[config.mk]
export PLATFORM = sky130hd
export DESIGN_NAME = hamming_sector_ecc
export DESIGN_NICKNAME = d
export VERILOG_FILES = /design/src/rtl/hamming_ecc_pkg.sv /design/src/rtl/ecc_accum.sv /design/src/rtl/ecc_decode.sv /design/src/rtl/hamming_sector_ecc.sv
export SDC_FILE = /design/constraint.sdc
export NUM_CORES = 1
export LEC_CHECK = 0
export ABC_AREA = 0
export ABC_CLOCK_PERIOD_IN_PS = 10100
export CAP_MARGIN = 5
export CORE_MARGIN = 1
export CORE_UTILIZATION = 25
export DETAILED_ROUTE_END_ITERATION = 10
export PLACE_DENSITY_LB_ADDON = 0.05
export SYNTH_ARGS = -nofsm -noshare
export SYNTH_HDL_FRONTEND = slang
export SYNTH_SLANG_ARGS = --single-unit
[constraint.sdc]
create_clock -name clk -period 10.1 [get_ports clk]
set_input_delay 2.525 -clock clk [delete_from_list [all_inputs] [get_ports clk]]
set_output_delay 2.525 -clock clk [all_outputs]
set_load 0.005 [all_outputs]
[src/rtl/hamming_ecc_pkg.sv]
package hamming_ecc_pkg;

    localparam int HALF_W  = 12;
    localparam int CODE_W  = 2 * HALF_W;
    localparam int BIDX_W  = 9;
    localparam int BITI_W  = 3;
    localparam int BYTE_W  = 8;

    typedef enum logic [1:0] {
        ST_CLEAN = 2'b00,
        ST_FIXED = 2'b01,
        ST_BAD   = 2'b10
    } chk_status_t;

    typedef struct packed {
        logic [HALF_W-1:0] hi;
        logic [HALF_W-1:0] lo;
    } parity_pair_t;

    typedef struct packed {
        chk_status_t       status;
        logic              flip;
        logic [BIDX_W-1:0] byte_idx;
        logic [BITI_W-1:0] bit_idx;
    } fix_result_t;

    // Parity contribution of one byte at a given sector offset.
    function automatic parity_pair_t byte_contrib(input logic [BIDX_W-1:0] idx,
                                                  input logic [BYTE_W-1:0] d);
        parity_pair_t      r;
        logic              p;
        logic [BITI_W-1:0] xb;
        p  = ^d;
        xb = '0;
        for (int b = 0; b < BYTE_W; b++) begin
            if (d[b]) xb = xb ^ BITI_W'(b);
        end
        r.hi = {(p ? idx : {BIDX_W{1'b0}}), xb};
        r.lo = {(p ? ~idx : {BIDX_W{1'b0}}), xb ^ {BITI_W{p}}};
        return r;
    endfunction

    // Presented code: packed fields, inverted.
    function automatic logic [CODE_W-1:0] pack_code(input parity_pair_t acc);
        return ~{acc.hi, acc.lo};
    endfunction

    // Classify the difference between stored and computed code.
    function automatic fix_result_t classify(input logic [CODE_W-1:0] diff,
                                             input int unsigned        nbytes);
        fix_result_t r;
        r = '{status: ST_CLEAN, flip: 1'b0, byte_idx: '0, bit_idx: '0};
        if (diff != '0) begin
            if ((diff[CODE_W-1:HALF_W] ^ diff[HALF_W-1:0]) == {HALF_W{1'b1}}) begin
                if (32'(diff[CODE_W-1:CODE_W-BIDX_W]) < nbytes) begin
                    r.status   = ST_FIXED;
                    r.flip     = 1'b1;
                    r.byte_idx = diff[CODE_W-1:CODE_W-BIDX_W];
                    r.bit_idx  = diff[HALF_W+BITI_W-1:HALF_W];
                end else begin
                    r.status = ST_BAD;
                end
            end else if ($onehot(diff)) begin
                r.status = ST_FIXED;
            end else begin
                r.status = ST_BAD;
            end
        end
        return r;
    endfunction

endpackage

[src/rtl/ecc_accum.sv]
module ecc_accum
    import hamming_ecc_pkg::*;
#(
    parameter int SECTOR_BYTES = 512
) (
    input  logic               clk,
    input  logic               rst,
    input  logic               clr_arm,
    input  logic               clr_idle,
    input  logic               vld,
    input  logic [BYTE_W-1:0]  din,
    output parity_pair_t       acc,
    output logic               done
);
    localparam int CNT_W = $clog2(SECTOR_BYTES + 1);
    localparam logic [CNT_W-1:0] LAST = CNT_W'(SECTOR_BYTES - 1);

    logic [CNT_W-1:0] cnt;
    logic             armed;
    logic             take;
    parity_pair_t     contrib;

    assign take    = vld && armed;
    assign contrib = byte_contrib(BIDX_W'(cnt), din);

    always_ff @(posedge clk) begin
        if (rst) begin
            acc   <= '0;
            cnt   <= '0;
            armed <= 1'b0;
            done  <= 1'b0;
        end else if (clr_arm) begin
            acc   <= '0;
            cnt   <= '0;
            armed <= 1'b1;
            done  <= 1'b0;
        end else if (clr_idle) begin
            acc   <= '0;
            cnt   <= '0;
            armed <= 1'b0;
        end else if (take) begin
            acc <= acc ^ contrib;
            cnt <= cnt + 1'b1;
            if (cnt == LAST) begin
                armed <= 1'b0;
                done  <= 1'b1;
            end
        end
    end
endmodule

[src/rtl/ecc_decode.sv]
module ecc_decode
    import hamming_ecc_pkg::*;
#(
    parameter int SECTOR_BYTES = 512
) (
    input  logic [CODE_W-1:0] stored,
    input  logic [CODE_W-1:0] computed,
    output fix_result_t       res
);
    logic [CODE_W-1:0] diff;
    assign diff = stored ^ computed;
    assign res  = classify(diff, SECTOR_BYTES);
endmodule

[src/rtl/hamming_sector_ecc.sv]
module hamming_sector_ecc
    import hamming_ecc_pkg::*;
#(
    parameter int SECTOR_BYTES = 512
) (
    input  logic        clk,
    input  logic        rst,
    input  logic        sec_start,
    input  logic        byte_vld,
    input  logic [7:0]  byte_in,
    input  logic        code_rd,
    input  logic        code_chk,
    input  logic [23:0] code_stored,
    output logic [23:0] ecc_code,
    output logic        sec_done,
    output logic [1:0]  chk_status,
    output logic [8:0]  fix_byte,
    output logic [2:0]  fix_bit,
    output logic        fix_flip
);
    parity_pair_t      acc;
    logic [CODE_W-1:0] cur_code;
    fix_result_t       dec;
    fix_result_t       res_q;
    logic [CODE_W-1:0] code_q;

    ecc_accum #(.SECTOR_BYTES(SECTOR_BYTES)) u_accum (
        .clk      (clk),
        .rst      (rst),
        .clr_arm  (sec_start),
        .clr_idle (code_rd),
        .vld      (byte_vld),
        .din      (byte_in),
        .acc      (acc),
        .done     (sec_done)
    );

    assign cur_code = pack_code(acc);

    ecc_decode #(.SECTOR_BYTES(SECTOR_BYTES)) u_decode (
        .stored   (code_stored),
        .computed (cur_code),
        .res      (dec)
    );

    always_ff @(posedge clk) begin
        if (rst) begin
            res_q  <= '{status: ST_CLEAN, flip: 1'b0, byte_idx: '0, bit_idx: '0};
            code_q <= '0;
        end else if (sec_start) begin
            res_q  <= '{status: ST_CLEAN, flip: 1'b0, byte_idx: '0, bit_idx: '0};
        end else begin
            if (code_chk) res_q  <= dec;
            if (code_rd)  code_q <= cur_code;
        end
    end

    assign ecc_code   = code_q;
    assign chk_status = res_q.status;
    assign fix_byte   = res_q.byte_idx;
    assign fix_bit    = res_q.bit_idx;
    assign fix_flip   = res_q.flip;
endmodule

* Word-level counts from Yosys, hierarchy flattened *
Index checks and enable logic that the tools add are counted.

word-level totals
  register bits after elaboration = 75
  bits of input ports = 38
  output and inout bits = 40
  word-level logic and storage cells = 78

operators by class
  add/subtract/negate cells = 24
  equal/unequal tests = 3
  multiplexer cells = 17
  bitwise gates (word level) = 14
  reductions and logical operators = 10

operator list
  operator                                        number
  adder 5 bit                                     11
  XOR 24 bit                                      2
  adder 1 x 1 -> 2 bit                            12
  inverter 24 bit                                 1
  nonzero test 24 bit                             1
  two-way mux 9 bit                               2
  two-way mux 15 bit                              1
  two-way mux 13 bit                              1
  == test 12 bit, second input constant           1
  two-way mux 3 bit                               4
  XOR 12 bit                                      1
  adder 10 x 1 -> 10 bit, second input constant   1
  == test 10 x 9 -> 1 bit, second input constant  1
  inverter 9 bit                                  1
  two-way mux 2 bit                               4
  parity 8 bit                                    1
  inverter 2 bit                                  3
  nonzero test 3 bit                              2
  == test 5 x 1 -> 1 bit, second input constant   1
  two-way mux 1 bit                               5
  AND reduction 2 bit                             2
  inverter 3 bit                                  1
  AND reduction 3 bit                             1
  OR reduction 3 bit                              1
  5 further kinds                                 7

* Logic depth before layout (Yosys ltp) *
  depth in word-level cells = 13
  depth in mapped cells = 18
  depth with buffers taken out = 18

* Modules after synthesis *
Synthesis repeated with hierarchy kept, for this count alone.

unflattened totals
  cells, all modules = 544
  area total of the unflattened synthesis = 5,092.4 um^2

by module, submodules not included
  module              times used  cells each  area an instance (um^2)  seq. area each (um^2)
  hamming_sector_ecc  1           179         1,784.2                  780.7
  ecc_accum           1           196         1,676.6                  720.7
  ecc_decode          1           169         1,631.6                  0.0

* Worst setup path after synthesis *
Ideal clock, no wire load.

  path kind = input port to flip-flop
  start point = in code_stored[14]
  end point = reg res_q, in the netlist chk_status[0]
  setup time = 0.120 ns
  arrival = 6.899 ns
  required time = 9.980 ns
  path slack = 3.081 ns
  stages on the path = 16
  path buffers = 0
  cell sequence = xnor2_1 inv_1 ha_1 inv_1 fa_1 fa_1 inv_1 fa_1 fa_1 fa_1 ha_1 fa_1 xor2_1 nor3_1 and3_1 o31a_1

between the ends
  word-level cells in the longest chain between the ends = 10
  elaborated cells between the ends (all ways) = 13
  those cells by class = add/sub: 5; eq/ne: 2; mux: 3; bitwise: 2; reduce/logical: 1

ends and longest elaborated chain
  item                                            line                      RTL
  start: declaration                              hamming_sector_ecc.sv:13  input logic [23:0] code_stored,
  XOR 24 bit *                                    ecc_decode.sv:11          assign diff = stored ^ computed;
  adder 1 x 1 -> 2 bit (not written as such)      hamming_ecc_pkg.sv:63     end else if ($onehot(diff)) begin
  adder 5 bit (not written as such) (4 in a row)  hamming_ecc_pkg.sv:63
  == test 5 x 1 -> 1 bit                          hamming_ecc_pkg.sv:63
  two-way mux 2 bit                               hamming_ecc_pkg.sv:63
  two-way mux 2 bit                               hamming_ecc_pkg.sv:54     if ((diff[CODE_W-1:HALF_W] ^ diff[HALF_W-1:0]) == {HALF_W{1'b1}}) begin
  two-way mux 15 bit *                            hamming_ecc_pkg.sv:53     if (diff != '0) begin
  end signal: assignment                          hamming_sector_ecc.sv:48  res_q <= '{status: ST_CLEAN, flip: 1'b0, byte_idx: '0, bit_idx: '0};
  end signal: assignment                          hamming_sector_ecc.sv:51  res_q <= '{status: ST_CLEAN, flip: 1'b0, byte_idx: '0, bit_idx: '0};
  end: declaration                                hamming_sector_ecc.sv:24  fix_result_t res_q;

Mark *: on every way between the ends. The rest lies on a longest branch, timed or not.
A chain may end at the register's enable or synchronous reset.

* Final worst setup path *
Same ends and word-level chain as after synthesis.

==> impl_metrics.xml <==
<?xml version="1.0" encoding="UTF-8"?>
<metrics>
  <group name="finish">
    <metric name="fillCellCount" unit="">1810</metric>
    <metric name="multi_input_comb_area" unit="sq um">2570</metric>
    <metric name="stdcell_count" unit="">801</metric>
    <metric name="register_area" unit="sq um">1500</metric>
    <metric name="num_antenna_cells" unit="">0</metric>
    <metric name="synthToLayoutAreaGrowth" unit="%">30.6</metric>
    <metric name="layout-drive-gt1-share" unit="%">5.73</metric>
    <metric name="final_design_area_no_fill" unit="sq um">5750</metric>
    <metric name="final_net_count" unit="">659</metric>
    <metric name="final_core_util" unit="%">33.4</metric>
  </group>
  <group name="routing">
    <metric name="drt-pass1-iter-count" unit="">4</metric>
    <metric name="number_of_vias_per_cell" unit="">4.51</metric>
    <metric name="routed-via-count" unit="">3613</metric>
    <metric name="route.final.wire_length" unit="um">12900</metric>
    <metric name="drc" unit="">0</metric>
    <metric name="dr.first_iter.drc_count" unit="">144</metric>
    <metric name="avgRoutedWirePerCell" unit="um">16.1</metric>
    <metric name="detail-route-antenna-nets" unit="">0</metric>
  </group>
  <group name="synth">
    <metric name="syn-mean-instance-area" unit="sq um">8.84</metric>
    <metric name="dominantRegCellSynth" unit="">dfxtp_1</metric>
    <metric name="synth.area.mux_share" unit="%">0.455</metric>
    <metric name="yosys_warnings" unit="">0</metric>
    <metric name="sequential_element_share_of_the_synthesized_area" unit="%">34.1</metric>
    <metric name="fraction_of_registers_with_async_set_or_reset_after_synthesis" unit="%">0</metric>
    <metric name="largest_family_of_logic_cells_by_synthesized_area" unit="">adder cells</metric>
    <metric name="synth_top_area_cell" unit="">dfxtp_1</metric>
    <metric name="synth_top_area_share" unit="%">34.1</metric>
    <metric name="yosys.area_share.xor_xnor" unit="%">13.0</metric>
    <metric name="yosys_register_bits" unit="">75</metric>
    <metric name="synth_fp_nets" unit="">586</metric>
    <metric name="yosys-top-cells-count" unit="">75 x dfxtp_1, 68 x nor2_1, 65 x inv_1, 42 x a21oi_1, 39 x xnor2_1</metric>
    <metric name="synthMostInstantiatedCell" unit="">dfxtp_1</metric>
    <metric name="yosys.area_share.adder" unit="%">17.5</metric>
    <metric name="yosys.cell_types.count" unit="">38</metric>
    <metric name="synth_area" unit="sq um">4400</metric>
    <metric name="netlist_top_cells_area" unit="">dfxtp_1 34%, ha_1 8.8%, fa_1 8.6%</metric>
    <metric name="synth_compound_gate_area_share" unit="%">12.3</metric>
    <metric name="edff_count_synth" unit="">0</metric>
    <metric name="synth-simple-area-share" unit="%">14.9</metric>
    <metric name="post_synth_inst_count" unit="">498</metric>
  </group>
  <group name="setup_path">
    <metric name="regToRegEndpoint" unit="">chk_status[0]$_SDFFE_PP0P_</metric>
    <metric name="setup.reg_to_reg.worst_slack" unit="ns">4.86</metric>
    <metric name="worst_setup_path_startpoint" unit="">code_stored[14]</metric>
    <metric name="worstSetupStartpointType" unit="">primary input</metric>
    <metric name="cp.arrival" unit="ns">7.73</metric>
    <metric name="end_kind" unit="">flip-flop</metric>
    <metric name="timing_worst_setup_path_type" unit="">in -&gt; reg</metric>
    <metric name="critPathRequiredTime" unit="ns">10.33</metric>
    <metric name="timing.rr.start" unit="">u_accum.acc[14]$_SDFFE_PP0P_</metric>
    <metric name="crit_end" unit="">chk_status[0]$_SDFFE_PP0P_</metric>
    <metric name="crit_path_max_fanout" unit="">4</metric>
    <metric name="rr_worst_depth" unit="">16</metric>
  </group>
  <group name="power">
    <metric name="power.density" unit="nW/um^2">181</metric>
    <metric name="power_switching_share" unit="%">33.2</metric>
    <metric name="internal_power" unit="mW">0.695</metric>
    <metric name="share_comb_of_total_power" unit="%">35.5</metric>
    <metric name="reg_power_share" unit="%">29.9</metric>
    <metric name="max-vdd-ir-drop" unit="V">0.000106</metric>
    <metric name="power.leakage" unit="nW">2.40</metric>
    <metric name="power.net_switching" unit="mW">0.346</metric>
    <metric name="clkPwrFrac" unit="%">34.6</metric>
  </group>
  <group name="global_routing">
    <metric name="grt_start_max_net_pins" unit="">49</metric>
    <metric name="grt_antenna_before_repair" unit="">0</metric>
    <metric name="grt_first_pass_wirelength" unit="um">19900</metric>
    <metric name="grt_pass1_vias" unit="">3510</metric>
    <metric name="grtUsageTotal" unit="%">15.0</metric>
    <metric name="globalRoute.totalOverflow" unit="">0</metric>
  </group>
  <group name="timing">
    <metric name="final.setup_skew" unit="ns">0.00991</metric>
    <metric name="maxSlewHeadroom" unit="%">24.6</metric>
    <metric name="tightest_slew" unit="ns">1.13</metric>
    <metric name="report.final.hold_viol_count" unit="">0</metric>
    <metric name="min_period_over_period" unit="%">74.3</metric>
    <metric name="setup_total_negative_slack" unit="ns">0</metric>
    <metric name="setup-violations-final" unit="">0</metric>
    <metric name="grt_setup_unrepaired" unit="">no</metric>
    <metric name="timing_max_transition_violations_final" unit="">0</metric>
    <metric name="hold_slack" unit="ns">0.461</metric>
    <metric name="max_freq" unit="GHz">0.133</metric>
    <metric name="finalWorstPathRequiredPeriod" unit="ns">7.50</metric>
  </group>
  <group name="floorplanning">
    <metric name="placement_rows" unit="">48</metric>
    <metric name="chipHeight" unit="um">135</metric>
    <metric name="core_area" unit="sq um">17200</metric>
    <metric name="floorplan.initialDensity" unit="%">25.5</metric>
    <metric name="boundary_pin_count" unit="">78</metric>
    <metric name="die_width" unit="um">135</metric>
    <metric name="die_area" unit="sq um">18100</metric>
  </group>
  <group name="clocking">
    <metric name="htree_num_levels" unit="">3</metric>
    <metric name="clkLatencyLatePin" unit="ns">0.35</metric>
    <metric name="clk_transition_reported_paths" unit="ns">0.06</metric>
    <metric name="cts_made_buffers" unit="">9</metric>
    <metric name="post_cts_resized" unit="">0</metric>
    <metric name="root_buffer" unit="">clkbuf_16</metric>
    <metric name="cts_hold_buffers" unit="">0</metric>
    <metric name="clk_path_buf_depth" unit="">2</metric>
    <metric name="cts_tree" unit="">yes</metric>
    <metric name="clkSinkCount" unit="">75</metric>
    <metric name="post-cts-setup-buffers" unit="">0</metric>
  </group>
  <group name="placement">
    <metric name="detailedPlacementHpwl" unit="um">10100</metric>
    <metric name="final_wtd_congestion" unit="">0.779</metric>
    <metric name="place.port_buffers" unit="">77</metric>
    <metric name="placedInstanceArea" unit="sq um">5430</metric>
    <metric name="placed_cells_incl_taps" unit="">785</metric>
  </group>
  <group name="worst_hold_path">
    <metric name="hp-class" unit="">reg -&gt; reg</metric>
  </group>
  <group name="job">
    <metric name="drv.max_cap_violation_count" unit="">0</metric>
  </group>
  <group name="run_status">
    <metric name="run_status" unit="">finished clean</metric>
  </group>
</metrics>
-- final cells by class --
class	instances	area share (%)
Multi-Input combinational cell	335	44.7
Inverter	65	4.24
Clock buffer	9	3.92
Timing Repair Buffer	85	14.5
Clock inverter	7	1.70
Sequential cell	75	26.1
Tap cell	225	4.90
-- per-stage QoR --
step                      power (mW)  setup slack [ns]
final                           1.04              2.60
after CTS                       1.07              2.55
after global routing            1.12              2.38
after global placement         0.691              2.25
after detailed placement       0.701              2.18
after floorplan                0.593              3.08
-- routing by layer --
metal,wire length [um],vias up,GRT usage (%)
met2,6170,68,24.6
met5,0,-,0
li1,-,1795,-
met1,5970,1734,19.6
met3,489,16,2.29
met4,231,0,6.30
-- cells by family after synthesis --
logic type,after synthesis
simple gates,139
buf+inv,88
compound gates,85
flops,75
xor+xnor,59
fa+ha+maj,50
mux,2
-- flip-flops by register name, indices dropped and copies added, names as in the netlist --
register,flops
chk_status,2
ecc_code,24
fix_bit,3
fix_byte,9
fix_flip,1
u_accum.acc,24
u_accum.armed,1
u_accum.cnt,10
u_accum.done,1
-- worst min-delay path by stage --
stage,startpoint,endpoint,slack (ns),cells past startpoint
final,chk_status[1]$_SDFFE_PP0P_,chk_status[1]$_SDFFE_PP0P_,0.46,2
after CTS,chk_status[1]$_SDFFE_PP0P_,chk_status[1]$_SDFFE_PP0P_,0.47,2
after global routing,fix_flip$_SDFFE_PP0P_,fix_flip$_SDFFE_PP0P_,0.48,1
after floorplan,chk_status[1]$_SDFFE_PP0P_,chk_status[1]$_SDFFE_PP0P_,0.45,2
after global placement,fix_flip$_SDFFE_PP0P_,fix_flip$_SDFFE_PP0P_,0.44,1
after detailed placement,fix_flip$_SDFFE_PP0P_,fix_flip$_SDFFE_PP0P_,0.46,1
-- power by group through the flow --
stage          logic [mW]  clock network (mW)  registers, mW
6_report            0.370               0.360          0.312
5_1_grt             0.419               0.385          0.313
4_1_cts             0.382               0.372          0.312
3_5_place_dp        0.382                   0          0.319
3_3_place_gp        0.373                   0          0.318
2_1_floorplan       0.276                   0          0.317
-- critical path, stage by stage --
cell             delay (ns)
clkdlybuf4s50_1        0.44
xnor2_1                0.49
inv_1                  0.10
ha_1                   0.29
inv_1                  0.05
fa_1                   0.51
fa_1                   0.55
inv_1                  0.06
fa_1                   0.50
fa_1                   0.45
fa_1                   0.47
ha_1                   0.24
fa_1                   0.38
xor2_1                 0.16
nor3_1                 0.05
and3_1                 0.18
o31a_1                 0.27
-- cells in the final DEF, fill, tap and decap left out, types with 2 or more instances in the layout --
master	netlist	layout
xnor2_2	4	4
clkbuf_16	0	9
ha_1	31	31
o31ai_1	10	10
a21o_1	2	2
buf_4	0	8
xor2_1	14	14
mux2i_1	2	2
inv_1	65	65
a22o_1	12	12
bufinv_16	0	2
or3_1	6	6
or4_1	9	9
fa_1	19	19
o21ai_0	7	7
nand4_1	18	18
xnor2_1	39	39
inv_6	0	2
clkinvlp_4	0	2
dfxtp_1	75	75
o311ai_0	8	8
nand2b_1	3	2
clkdlybuf4s50_1	0	77
nand2_1	19	19
nor3_1	7	7
a21oi_1	42	42
nor2_1	68	68
and3_1	3	3
No activity file was read; power rests on OpenSTA's default activity.
